## config.mk

```make
export PLATFORM = sky130hd
export DESIGN_NAME = console_io
export DESIGN_NICKNAME = d
export VERILOG_FILES = /design/src/rtl/console_pkg.sv /design/src/rtl/console_decode.sv /design/src/rtl/console_rx.sv /design/src/rtl/console_tx.sv /design/src/rtl/console_io.sv
export SDC_FILE = /design/constraint.sdc
export NUM_CORES = 1
export LEC_CHECK = 0
export BUFFER_PORTS_ARGS = -buffer_cell sky130_fd_sc_hd__clkbuf_2
export CORE_MARGIN = 5
export CORE_UTILIZATION = 35
export DETAILED_ROUTE_END_ITERATION = 12
export HOLD_SLACK_MARGIN = 0.12
export PLACE_DENSITY = 0.76
export SLEW_MARGIN = 20
export SYNTH_ARGS = -nofsm -noshare
export SYNTH_HDL_FRONTEND = slang
export SYNTH_SLANG_ARGS = --single-unit
```

## constraint.sdc

```tcl
create_clock -name clk -period 1.95 [get_ports clk]
set_clock_uncertainty 0.1 [all_clocks]
set_input_delay 0.0975 -clock clk [delete_from_list [all_inputs] [get_ports clk]]
set_output_delay 0.0975 -clock clk [all_outputs]
set_load 0.01 [all_outputs]
```

## src/rtl/console_pkg.sv

```systemverilog
// Shared definitions for the console device: register select codes and
// bit positions inside the control words. Assumes 32-bit word spacing.
package console_pkg;
    typedef enum logic [2:0] {
        SEL_NONE  = 3'd0,
        SEL_RXCTL = 3'd1,
        SEL_RXDAT = 3'd2,
        SEL_TXCTL = 3'd3,
        SEL_TXDAT = 3'd4
    } csel_e;

    localparam int RXC_READY = 0;
    localparam int RXC_IE    = 1;
    localparam int RXC_OVR   = 2;
    localparam int TXC_READY = 0;
    localparam int BYTE_W    = 8;
endpackage

```

## src/rtl/console_decode.sv

```systemverilog
// Address decoder: maps a bus byte address onto one of the four device words.
// Assumes BASE is 16-byte aligned; unaligned or foreign addresses give SEL_NONE.
module console_decode
    import console_pkg::*;
#(
    parameter int              ADDR_W = 32,
    parameter logic [ADDR_W-1:0] BASE = 32'hFFFF_0000
) (
    input  logic [ADDR_W-1:0] addr,
    output csel_e             sel
);
    logic in_window;

    // Window match: upper bits equal the base, word aligned.
    assign in_window = (addr[ADDR_W-1:4] == BASE[ADDR_W-1:4]) && (addr[1:0] == 2'b00);

    // Word select from address bits 3..2.
    always_comb begin
        sel = SEL_NONE;
        if (in_window) begin
            case (addr[3:2])
                2'd0:    sel = SEL_RXCTL;
                2'd1:    sel = SEL_RXDAT;
                2'd2:    sel = SEL_TXCTL;
                default: sel = SEL_TXDAT;
            endcase
        end
    end
endmodule

```

## src/rtl/console_rx.sv

```systemverilog
// Receive channel: holds the last byte, its ready flag, the interrupt enable
// and the sticky overrun flag. Assumes strobes are single-cycle qualified.
module console_rx
    import console_pkg::*;
(
    input  logic              clk,
    input  logic              rst_n,
    input  logic              arrive,
    input  logic [BYTE_W-1:0] arrive_byte,
    input  logic              take,
    input  logic              ctl_read,
    input  logic              ie_wr,
    input  logic              ie_val,
    output logic              ready,
    output logic              ie,
    output logic              ovr,
    output logic [BYTE_W-1:0] data
);
    // Byte holder: every arrival overwrites the stored byte.
    always_ff @(posedge clk) begin
        if (!rst_n)      data <= '0;
        else if (arrive) data <= arrive_byte;
    end

    // Ready flag: arrival wins over a simultaneous take.
    always_ff @(posedge clk) begin
        if (!rst_n)      ready <= 1'b0;
        else if (arrive) ready <= 1'b1;
        else if (take)   ready <= 1'b0;
    end

    // Overrun flag: set on unread overwrite, cleared by a control read.
    always_ff @(posedge clk) begin
        if (!rst_n)                         ovr <= 1'b0;
        else if (arrive && ready && !take)  ovr <= 1'b1;
        else if (ctl_read)                  ovr <= 1'b0;
    end

    // Interrupt enable: the only software-writable receive bit.
    always_ff @(posedge clk) begin
        if (!rst_n)     ie <= 1'b0;
        else if (ie_wr) ie <= ie_val;
    end
endmodule

```

## src/rtl/console_tx.sv

```systemverilog
// Transmit channel: latches a byte on an accepted write, offers it to the sink
// and keeps ready low for TX_HOLD cycles and until the sink accepts.
// Assumes the sink may accept in any cycle while tx_valid is high.
module console_tx
    import console_pkg::*;
#(
    parameter int TX_HOLD = 4
) (
    input  logic              clk,
    input  logic              rst_n,
    input  logic              wr_req,
    input  logic [BYTE_W-1:0] wr_byte,
    input  logic              accept,
    output logic              ready,
    output logic              valid,
    output logic [BYTE_W-1:0] byte_q
);
    localparam int CNT_W = (TX_HOLD < 1) ? 1 : $clog2(TX_HOLD + 1);

    logic go;
    logic pending;
    logic hold_done;

    assign go = wr_req && ready;

    // Hold timer: present only when a nonzero hold is configured.
    generate
        if (TX_HOLD > 0) begin : g_hold
            logic [CNT_W-1:0] cnt;
            // Count down from TX_HOLD after each accepted write.
            always_ff @(posedge clk) begin
                if (!rst_n)        cnt <= '0;
                else if (go)       cnt <= CNT_W'(TX_HOLD);
                else if (cnt != 0) cnt <= cnt - 1'b1;
            end
            assign hold_done = (cnt == '0);
        end else begin : g_nohold
            assign hold_done = 1'b1;
        end
    endgenerate

    // Pending flag: set by a write, cleared when the sink accepts.
    always_ff @(posedge clk) begin
        if (!rst_n)                  pending <= 1'b0;
        else if (go)                 pending <= 1'b1;
        else if (pending && accept)  pending <= 1'b0;
    end

    // Outgoing byte register: loaded only by an accepted write.
    always_ff @(posedge clk) begin
        if (!rst_n)  byte_q <= '0;
        else if (go) byte_q <= wr_byte;
    end

    assign valid = pending;
    assign ready = !pending && hold_done;
endmodule

```

## src/rtl/console_io.sv

```systemverilog
// Top of the console device: decodes bus accesses, routes strobes to the
// receive and transmit channels and builds the read data word.
// Assumes DATA_W >= 8 and one bus access per cycle.
module console_io
    import console_pkg::*;
#(
    parameter int                ADDR_W  = 32,
    parameter int                DATA_W  = 32,
    parameter logic [ADDR_W-1:0] BASE    = 32'hFFFF_0000,
    parameter int                TX_HOLD = 4
) (
    input  logic              clk,
    input  logic              rst_n,
    input  logic [ADDR_W-1:0] bus_addr,
    input  logic              bus_we,
    input  logic [DATA_W-1:0] bus_wdata,
    input  logic              bus_re,
    output logic [DATA_W-1:0] bus_rdata,
    input  logic              rx_valid,
    input  logic [7:0]        rx_byte,
    output logic              tx_valid,
    output logic [7:0]        tx_byte,
    input  logic              tx_accept,
    output logic              irq
);
    csel_e sel;
    logic rx_take, rx_ctl_read, rx_ie_write, tx_wr_req;
    logic rx_ready, rx_ie, rx_ovr, tx_ready;
    logic [BYTE_W-1:0] rx_data;

    console_decode #(.ADDR_W(ADDR_W), .BASE(BASE)) u_dec (
        .addr (bus_addr),
        .sel  (sel)
    );

    // Access strobes derived from the selected word.
    assign rx_take     = bus_re && (sel == SEL_RXDAT);
    assign rx_ctl_read = bus_re && (sel == SEL_RXCTL);
    assign rx_ie_write = bus_we && (sel == SEL_RXCTL);
    assign tx_wr_req   = bus_we && (sel == SEL_TXDAT);

    console_rx u_rx (
        .clk         (clk),
        .rst_n       (rst_n),
        .arrive      (rx_valid),
        .arrive_byte (rx_byte),
        .take        (rx_take),
        .ctl_read    (rx_ctl_read),
        .ie_wr       (rx_ie_write),
        .ie_val      (bus_wdata[RXC_IE]),
        .ready       (rx_ready),
        .ie          (rx_ie),
        .ovr         (rx_ovr),
        .data        (rx_data)
    );

    console_tx #(.TX_HOLD(TX_HOLD)) u_tx (
        .clk     (clk),
        .rst_n   (rst_n),
        .wr_req  (tx_wr_req),
        .wr_byte (bus_wdata[BYTE_W-1:0]),
        .accept  (tx_accept),
        .ready   (tx_ready),
        .valid   (tx_valid),
        .byte_q  (tx_byte)
    );

    // Read mux: unused bits and unmapped words read as zero.
    always_comb begin
        bus_rdata = '0;
        case (sel)
            SEL_RXCTL: begin
                bus_rdata[RXC_READY] = rx_ready;
                bus_rdata[RXC_IE]    = rx_ie;
                bus_rdata[RXC_OVR]   = rx_ovr;
            end
            SEL_RXDAT: bus_rdata[BYTE_W-1:0] = rx_data;
            SEL_TXCTL: bus_rdata[TXC_READY]  = tx_ready;
            default:   bus_rdata = '0;
        endcase
    end

    // Interrupt request: ready byte with interrupts enabled.
    assign irq = rx_ready && rx_ie;
endmodule

```

-- Word level (Yosys, flattened, before mapping)
Index checks and enable logic that the tools add are counted.
- eq/ne operators: 7
- reductions and logical operators: 22
- multiplexer cells: 13
- $add $sub $neg: 1
- bitwise logic cells: 1
- operator list (operator ; count):
    28-bit == test, second input constant ; 1
    1-bit logical AND ; 11
    3-bit two-way mux ; 3
    3-bit case mux with 3 select lines ; 1
    2-bit nonzero test ; 4
    3-bit by 2-bit == test with 1-bit output, second input constant ; 2
    1-bit two-way mux ; 6
    5-bit two-way mux ; 1
    2-bit zero test ; 2
    2-bit case mux with 2 select lines ; 1
    3-bit by 1-bit == test with 1-bit output, second input constant ; 1
    3-bit == test, second input constant ; 1
    3-bit zero test ; 1
    1-bit case mux with 3 select lines ; 1
    3-bit nonzero test ; 1
    3-bit by 1-bit subtractor with 3-bit output, second input constant ; 1
    2-bit by 1-bit == test with 1-bit output, second input constant ; 1
    2-bit == test, second input constant ; 1
    1-bit zero test ; 2
    2-bit OR reduction ; 1
    1-bit NOT ; 1
- word-level logic and storage cells: 52
- register bits: 23

-- Longest topological paths before layout
Gate-level depths: netlist of the first run.
- depth in word-level cells: 8
- depth in mapped cells: 8
- depth with buffers taken out: 7

-- Cells and area by module
Synthesis of the first run repeated with hierarchy kept, for this count alone.
- cells, all modules: 163
- area total of the unflattened synthesis: 1481.4 µm²
- modules (own cells, without submodules) (module ; area each (µm²) ; cells an instance ; instances ; seq. area each (µm²)):
    console_tx ; 524.3 ; 60 ; 1 ; 240.2
    console_rx ; 414.1 ; 35 ; 1 ; 220.2
    console_io ; 370.4 ; 47 ; 1 ; 0.0
    console_decode ; 172.7 ; 21 ; 1 ; 0.0

-- Least setup slack after synthesis of the first run
OpenSTA, ideal clock, no wires.
- path type: register to register
- from: register u_tx.g_hold.cnt[0]
- to: register u_tx.byte_q[0]
- slack: -0.035 ns
- period minus slack after synthesis: 1.985 ns
- data required time: 1.731 ns
- setup time: 0.119 ns
- buffers on the path: 1
- arrival: 1.766 ns
- cell stages (with the launch flop): 9
- path through: dfxtp_1 inv_1 ha_1 ha_1 or4b_1 nor3_1 nand3_2 buf_6 mux2i_1
- word-level cells in the longest chain between the ends: 3
- RTL lines (element ; RTL line ; source):
    start, declared ; console_tx.sv:29 ; logic [CNT_W-1:0] cnt;
    start signal, assigned ; console_tx.sv:33 ; else if (go) cnt <= CNT_W'(TX_HOLD);
    start signal, assigned ; console_tx.sv:34 ; else if (cnt != 0) cnt <= cnt - 1'b1;
    3-bit zero test ; console_tx.sv:36 ; assign hold_done = (cnt == '0);
    1-bit logical AND ; console_tx.sv:56 ; assign ready = !pending && hold_done;
    1-bit logical AND ; console_tx.sv:24 ; assign go = wr_req && ready;
    end signal, assigned ; console_tx.sv:52 ; else if (go) byte_q <= wr_byte;
    end, declared ; console_tx.sv:16 ; output logic [BYTE_W-1:0] byte_q
Every way passes these cells.
A chain may end at the register's enable or synchronous reset.

-- Worst setup path after layout of the first run
- from: input bus_addr[11]
- to: output bus_rdata[2]
- word-level cells in the longest chain between the ends: 5
- elaborated cells between the ends (all ways): 6
- classes of those cells: eq/ne (3); mux (2); reduce/logical (1)
- RTL lines (element ; RTL line ; source):
    start, declared ; console_io.sv:14 ; input logic [ADDR_W-1:0] bus_addr,
    28-bit == test (*) ; console_decode.sv:15 ; assign in_window = (addr[ADDR_W-1:4] == BASE[ADDR_W-1:4]) && (addr[1:0] == 2'b00);
    1-bit logical AND (*) ; console_decode.sv:15 ;
    3-bit two-way mux (*) ; console_decode.sv:20 ; if (in_window) begin
    3-bit by 2-bit == test with 1-bit output / 3-bit by 1-bit == test with 1-bit output (equally long branches) ; console_io.sv:71 ; case (sel)
    2-bit case mux with 2 select lines (*) ; console_io.sv:71 ;
    end, declared ; console_io.sv:18 ; output logic [DATA_W-1:0] bus_rdata,
Every way passes the cells marked *; elsewhere a longest branch is shown, timed or not.

==> flow_summary_export.csv, run 1 <==
group,metric,value,unit
setup_path,start_kind,"input pin",
setup_path,crit_type,"input pin to output pin",
drt,postRouteAntennaNets,0,
drt,wl_per_cell,12.2,um
job,maxCapViolCount,0,
timing,tns,0,ns
global_route,grt_pass1_vias,1326,
drt,first_iter_violations,16,
setup_path,crit_fanout,10,
yosys,ys_types,39,
cts,path_clk_slew,0.08,ns
floorplanning,dieArea,5690,um2
place,portBuffers,71,
power,power_density,586,nW/um2
drt,via_per_inst,4.61,
power,netSwitchingFraction,28.4,%
yosys,synthCells,167,
floorplanning,start_util,36.7,%
setup_path,crit_arrival,1.68,ns
run_status,status,"finished clean",
setup_path,required,1.75,ns
cts,cts_tree,"done",
power,power.switching,354,uW
drt,num_vias,1434,
place,hpwlAfterDp,2790,um
setup_path,cp_cell_sequence,"clkbuf_2 -> or4_4 -> nor4_4 -> and4b_1 -> buf_4 -> nor2b_1 -> clkbuf_2",
yosys,synth_warnings,0,
worst_hold_path,hold_path_class,"input pin to register",
cts,clock_path_buffers,2,
setup_path,worst_path_most_repeated_cell,"clkbuf_2",
power,p_leak,1.13,nW
cts,cts_root_buf,"clkbuf_8",
timing,worst_pin_slew,0.550,ns
final_layout,final_common_cell,"clkbuf_2",
power,p_clk_share,23.1,%
drt,dr.pass1.iters,4,
final_layout,fill_cells,384,
timing,setup_violations,0,
floorplanning,io_pins,120,
setup_path,crit_path_end_kind,"output pin",
floorplanning,core_area,4090,um2
cts,tritoncts.num_buffers,3,
power,worst_ir_drop_vdd,0.529,mV
floorplanning,die_width,75.4,um
final_layout,num-nets-final,346,
drt,drc,0,
floorplanning,row_count,23,
power,p_int,893,uW
power,p_comb_share,34.7,%
drt,routed_wl,3800,um
setup_path,max_stage_delay,0.55,ns
cts,cts.sinks,23,
timing,max_freq,532,MHz
global_route,antenna_found_initial,0,
cts,ctsHtreeMaxLevel,1,
final_layout,final_cell_mix,"clkbuf_2 (71), conb_1 (24), nand2_1 (23)",
global_route,grt_pass1_wl,5750,um
timing,hold-worst-slack,0.229,ns
timing,drv_slew,0,
final_layout,syn2layout_area_growth,42.0,%
cts,clk_latency,0.26,ns
global_route,grt.total_usage,12.9,%
global_route,grt_overflow,0,
timing,slew_headroom,63.3,%
yosys,syn_area,1500,um2
timing,post-route-min-period,1.88,ns
global_route,grt_max_degree,34,
power,p_seq_share,42.3,%
setup_path,cp_slowest_cell,"or4_4",
yosys,seq_area_frac_synth,30.7,%
place,place_congestion,0.710,
yosys,syn_area_per_cell,8.97,um2
yosys,ys_seq_elements,23,
timing,hold_viol_final,0,
final_layout,num_antenna_cells,0,
floorplanning,die_y,75.4,um
final_layout,drive_above_1_share,37.9,%
timing,finalCritPeriodShare,96.3,%
-- synthesized netlist by cell type (all sizes together) --
cell type,number,share of area (%)
nand3b,1,0.50
a22oi,2,1.0
or4,2,1.3
dfxtp,23,31
nand2,23,5.8
a21o,1,0.50
a21boi,3,1.8
nand4b,6,3.5
nor4,2,2.8
inv,8,2.0
nor2b,10,4.2
a31oi,1,0.42
and3b,1,0.58
nor3,3,1.0
clkbuf,3,0.75
nor3b,1,0.84
a41oi,1,0.58
o21ai,5,1.7
nand4,1,0.42
ha,6,5.0
xnor2,1,0.58
or4b,2,1.6
nor2,1,0.25
a21oi,1,0.33
conb,1,0.25
and4b,1,0.67
o21ba,1,0.67
and3,7,2.9
nand3,2,1.0
mux2i,18,12
buf,27,14
nand2b,1,0.42
and2,1,0.42
-- kinds of logic after synthesis --
| family | Yosys count | synth area share, % |
|---|---|---|
| simple gates | 65 | 28.2 |
| buf+inv | 38 | 16.3 |
| flops | 23 | 30.7 |
| mux | 18 | 12.0 |
| compound gates | 15 | 6.93 |
| fa+ha+maj | 6 | 5.01 |
| other cells | 1 | 0.250 |
| xor+xnor | 1 | 0.585 |
-- critical path, delay by kind of cell --
family | cells | cell delay (ns)
buf+inv | 3 | 0.40
simple gates | 4 | 1.19
-- flip-flops by register name, summed over array words and instances, names as in the netlist --
| signal | count |
|---|---|
| u_rx.ready | 1 |
| u_rx.ovr | 1 |
| u_tx.valid | 1 |
| u_tx.byte_q | 8 |
| u_rx.ie | 1 |
| u_rx.data | 8 |
| u_tx.g_hold.cnt | 3 |
-- layer usage --
layer,GRT usage (%),up-vias,wire (um),part of all wire (%)
met5,0,-,0,0
met4,3.50,0,14,0.37
met3,1.72,2,432,11
met2,24.2,69,1950,51
met1,15.3,646,1400,37
li1,-,717,-,-
-- worst paths after layout --
path | from | endpoint | slack (ns) | depth (start not counted)
worst max-delay path | bus_addr[11] | bus_rdata[2] | 0.07 | 7
worst min-delay path | bus_addr[24] | u_rx.ie$_SDFFE_PN0P_ | 0.23 | 5
worst max register to register | u_tx.g_hold.cnt[0]$_SDFFE_PP0P_ | u_tx.byte_q[4]$_SDFFE_PN0P_ | 0.08 | 8
worst min register to register | u_tx.byte_q[6]$_SDFFE_PN0P_ | u_tx.byte_q[6]$_SDFFE_PN0P_ | 0.37 | 2
-- power groups by stage --
| stage | sequential (mW) | clock, mW | combinational, mW |
|---|---|---|---|
| after floorplan | 0.527 | 0 | 0.245 |
| after global placement | 0.529 | 0 | 0.318 |
| after detailed placement | 0.530 | 0 | 0.324 |
| after CTS | 0.523 | 0.302 | 0.380 |
| after global routing | 0.531 | 0.321 | 0.495 |
| final | 0.527 | 0.287 | 0.432 |
-- metrics by stage --
step	cells	power, mW	cell area (um2)	setup slack (ns)	utilization [%]
after floorplan	190	0.773	1590	0.0128	-
after global placement	287	0.846	1840	-0.0370	45.0
after detailed placement	287	0.854	1840	-0.0513	45.0
after CTS	309	1.20	2090	0.00525	51.2
after global routing	311	1.35	2130	-0.000304	52.1
final	311	1.25	2130	0.0714	52.1
-- layout make-up --
type                       instances  area [um2]  share of cell area, %
multi-input combinational        129         923                   43.4
timing repair buffer              97         603                   28.4
sequential                        23         463                   21.8
tap                               50        62.6                   2.94
clock buffer                       4        45.0                   2.12
inverter                           8        30.0                   1.41
-- what timing repair did --
action / in CTS / in global routing
setup buffers: 0 / 2
setup endpoints to repair: 10 / 12
endpoints found under the hold margin: 20 / 0
resized for setup: 7 / 5
pin swaps: 2 / 3
hold buffers: 18 / 0
No activity file was read; power rests on OpenSTA's default activity.
==> inputs of run 2 (changes only) <==
SETUP_SLACK_MARGIN = 0.15   (was not set)
TNS_END_PERCENT = 100   (was not set)
==> flow_summary_export.csv, run 2 (synthesis results as in run 1) <==
group,metric,value,unit
place,place_area,1860,um2
setup_path,start_kind,"register",
setup_path,crit_arrival,1.95,ns
floorplanning,io_pins,120,
cts,ctsHtreeMaxLevel,1,
floorplanning,core_area,4090,um2
timing,max_freq,527,MHz
power,p_seq_share,42.1,%
final_layout,fin_cells,311,
timing,worst_pin_slew,0.554,ns
floorplanning,start_util,36.7,%
timing,post-route-min-period,1.90,ns
timing,finalCritPeriodShare,97.3,%
global_route,grt.total_usage,12.6,%
floorplanning,row_count,23,
cts,cts_tree,"done",
place,hpwlAfterDp,2840,um
global_route,grt_pass1_vias,1344,
worst_hold_path,min_path_cells,5,
power,netSwitchingFraction,28.8,%
power,p_comb_share,34.0,%
run_status,status,"finished clean",
final_layout,fin_area,2140,um2
power,power.switching,358,uW
worst_hold_path,hold_path_class,"input pin to register",
timing,grt_setup_unrepaired,"yes",
timing,drv_slew,0,
floorplanning,die_width,75.4,um
cts,tritoncts.num_buffers,3,
power,p_int,884,uW
final_layout,drive_above_1_share,38.3,%
floorplanning,die_y,75.4,um
drt,num_vias,1390,
power,p_clk_share,23.9,%
place,portBuffers,71,
cts,clock_path_buffers,2,
setup_path,crit_type,"register to register",
drt,drc,0,
global_route,grt_pass1_wl,5620,um
setup_path,crit_path_end_kind,"register",
final_layout,final_cell_mix,"clkbuf_2 (68), conb_1 (24), nand2_1 (23)",
final_layout,final_common_cell,"clkbuf_2",
place,place_congestion,0.710,
setup_path,r2r_cells,8,
final_layout,num-nets-final,346,
drt,via_per_inst,4.47,
cts,cts.sinks,23,
setup_path,crit_fanout,6,
floorplanning,dieArea,5690,um2
cts,clk_latency,0.26,ns
drt,postRouteAntennaNets,0,
job,maxCapViolCount,0,
timing,slew_headroom,63.1,%
global_route,grt_overflow,0,
power,worst_ir_drop_vdd,0.411,mV
final_layout,postLayoutCoreUtil,52.3,%
timing,hold_viol_final,0,
drt,dr.pass1.iters,4,
drt,first_iter_violations,27,
drt,wl_per_cell,11.9,um
place,dp.cells,287,
power,power_density,582,nW/um2
cts,path_clk_slew,0.08,ns
timing,setup_violations,0,
setup_path,required,2.00,ns
drt,routed_wl,3690,um
final_layout,reg_top3,"u_rx.data: 8 flops, u_tx.byte_q: 8 flops, u_tx.g_hold.cnt: 3 flops",
final_layout,num_antenna_cells,0,
timing,hold-worst-slack,0.181,ns
cts,cts_root_buf,"clkbuf_8",
final_layout,syn2layout_area_growth,42.7,%
global_route,antenna_found_initial,0,
global_route,grt_max_degree,34,
power,p_leak,1.13,nW
-- run 2: critical path, cell delays in order, from the launching register on --
cell and delay, ns:
dfxtp_2 0.33, inv_2 0.06, ha_4 0.15, ha_4 0.13, or4b_4 0.46, nor3_4 0.16, nand3_4 0.12, buf_6 0.16
mux2i_1 0.11
-- run 2: worst paths after layout --
check / from / end / slack [ns]
hold reg to reg: u_tx.byte_q[4]$_SDFFE_PN0P_ / u_tx.byte_q[4]$_SDFFE_PN0P_ / 0.36
hold / removal: bus_we / u_tx.g_hold.cnt[2]$_SDFFE_PN0P_ / 0.18
setup / recovery: u_tx.g_hold.cnt[1]$_SDFFE_PP0P_ / u_tx.byte_q[1]$_SDFFE_PN0P_ / 0.05
setup reg to reg: u_tx.g_hold.cnt[1]$_SDFFE_PP0P_ / u_tx.byte_q[1]$_SDFFE_PN0P_ / 0.05
-- run 2: metal layers --
layer / GRT usage [%] / wire [um]
met1: 13.8 / 1440
met2: 24.8 / 1770
met3: 1.98 / 465
met4: 2.91 / 16
met5: 0 / 0
-- run 2: through the flow --
step	setup TNS [ns]	power [mW]	setup slack [ns]
2_1_floorplan	0	0.818	0.139
3_3_place_gp	-0.0146	0.874	-0.00801
3_5_place_dp	-0.0545	0.900	-0.0183
4_1_cts	0	1.26	0.0337
5_1_grt	-0.261	1.34	-0.0550
6_report	0	1.24	0.0526
-- run 2: what timing repair did --
action | 4_1_cts | 5_1_grt
endpoints found under the hold margin | 20 | 0
gates resized for setup | 7 | 5
endpoints found under the setup margin | 19 | 20
hold buffers | 18 | 0
pin swaps | 4 | 0
setup buffers | 2 | 0
-- run 2: cell type report --
type | count | area (um2)
Fill cell | 391 | 1950
Multi-Input combinational cell | 129 | 935
Timing Repair Buffer | 97 | 603
Sequential cell | 23 | 462
Tap cell | 50 | 62.6
Clock buffer | 4 | 45.0
Inverter | 8 | 30.0
-- run 2: power by group through the flow --
stage                     Sequential, mW  Combinational (mW)  Clock, mW
final                              0.524               0.423      0.297
after global routing               0.531               0.482      0.325
after CTS                          0.524               0.430      0.307
after detailed placement           0.533               0.366          0
after global placement             0.533               0.341          0
after floorplan                    0.530               0.287          0
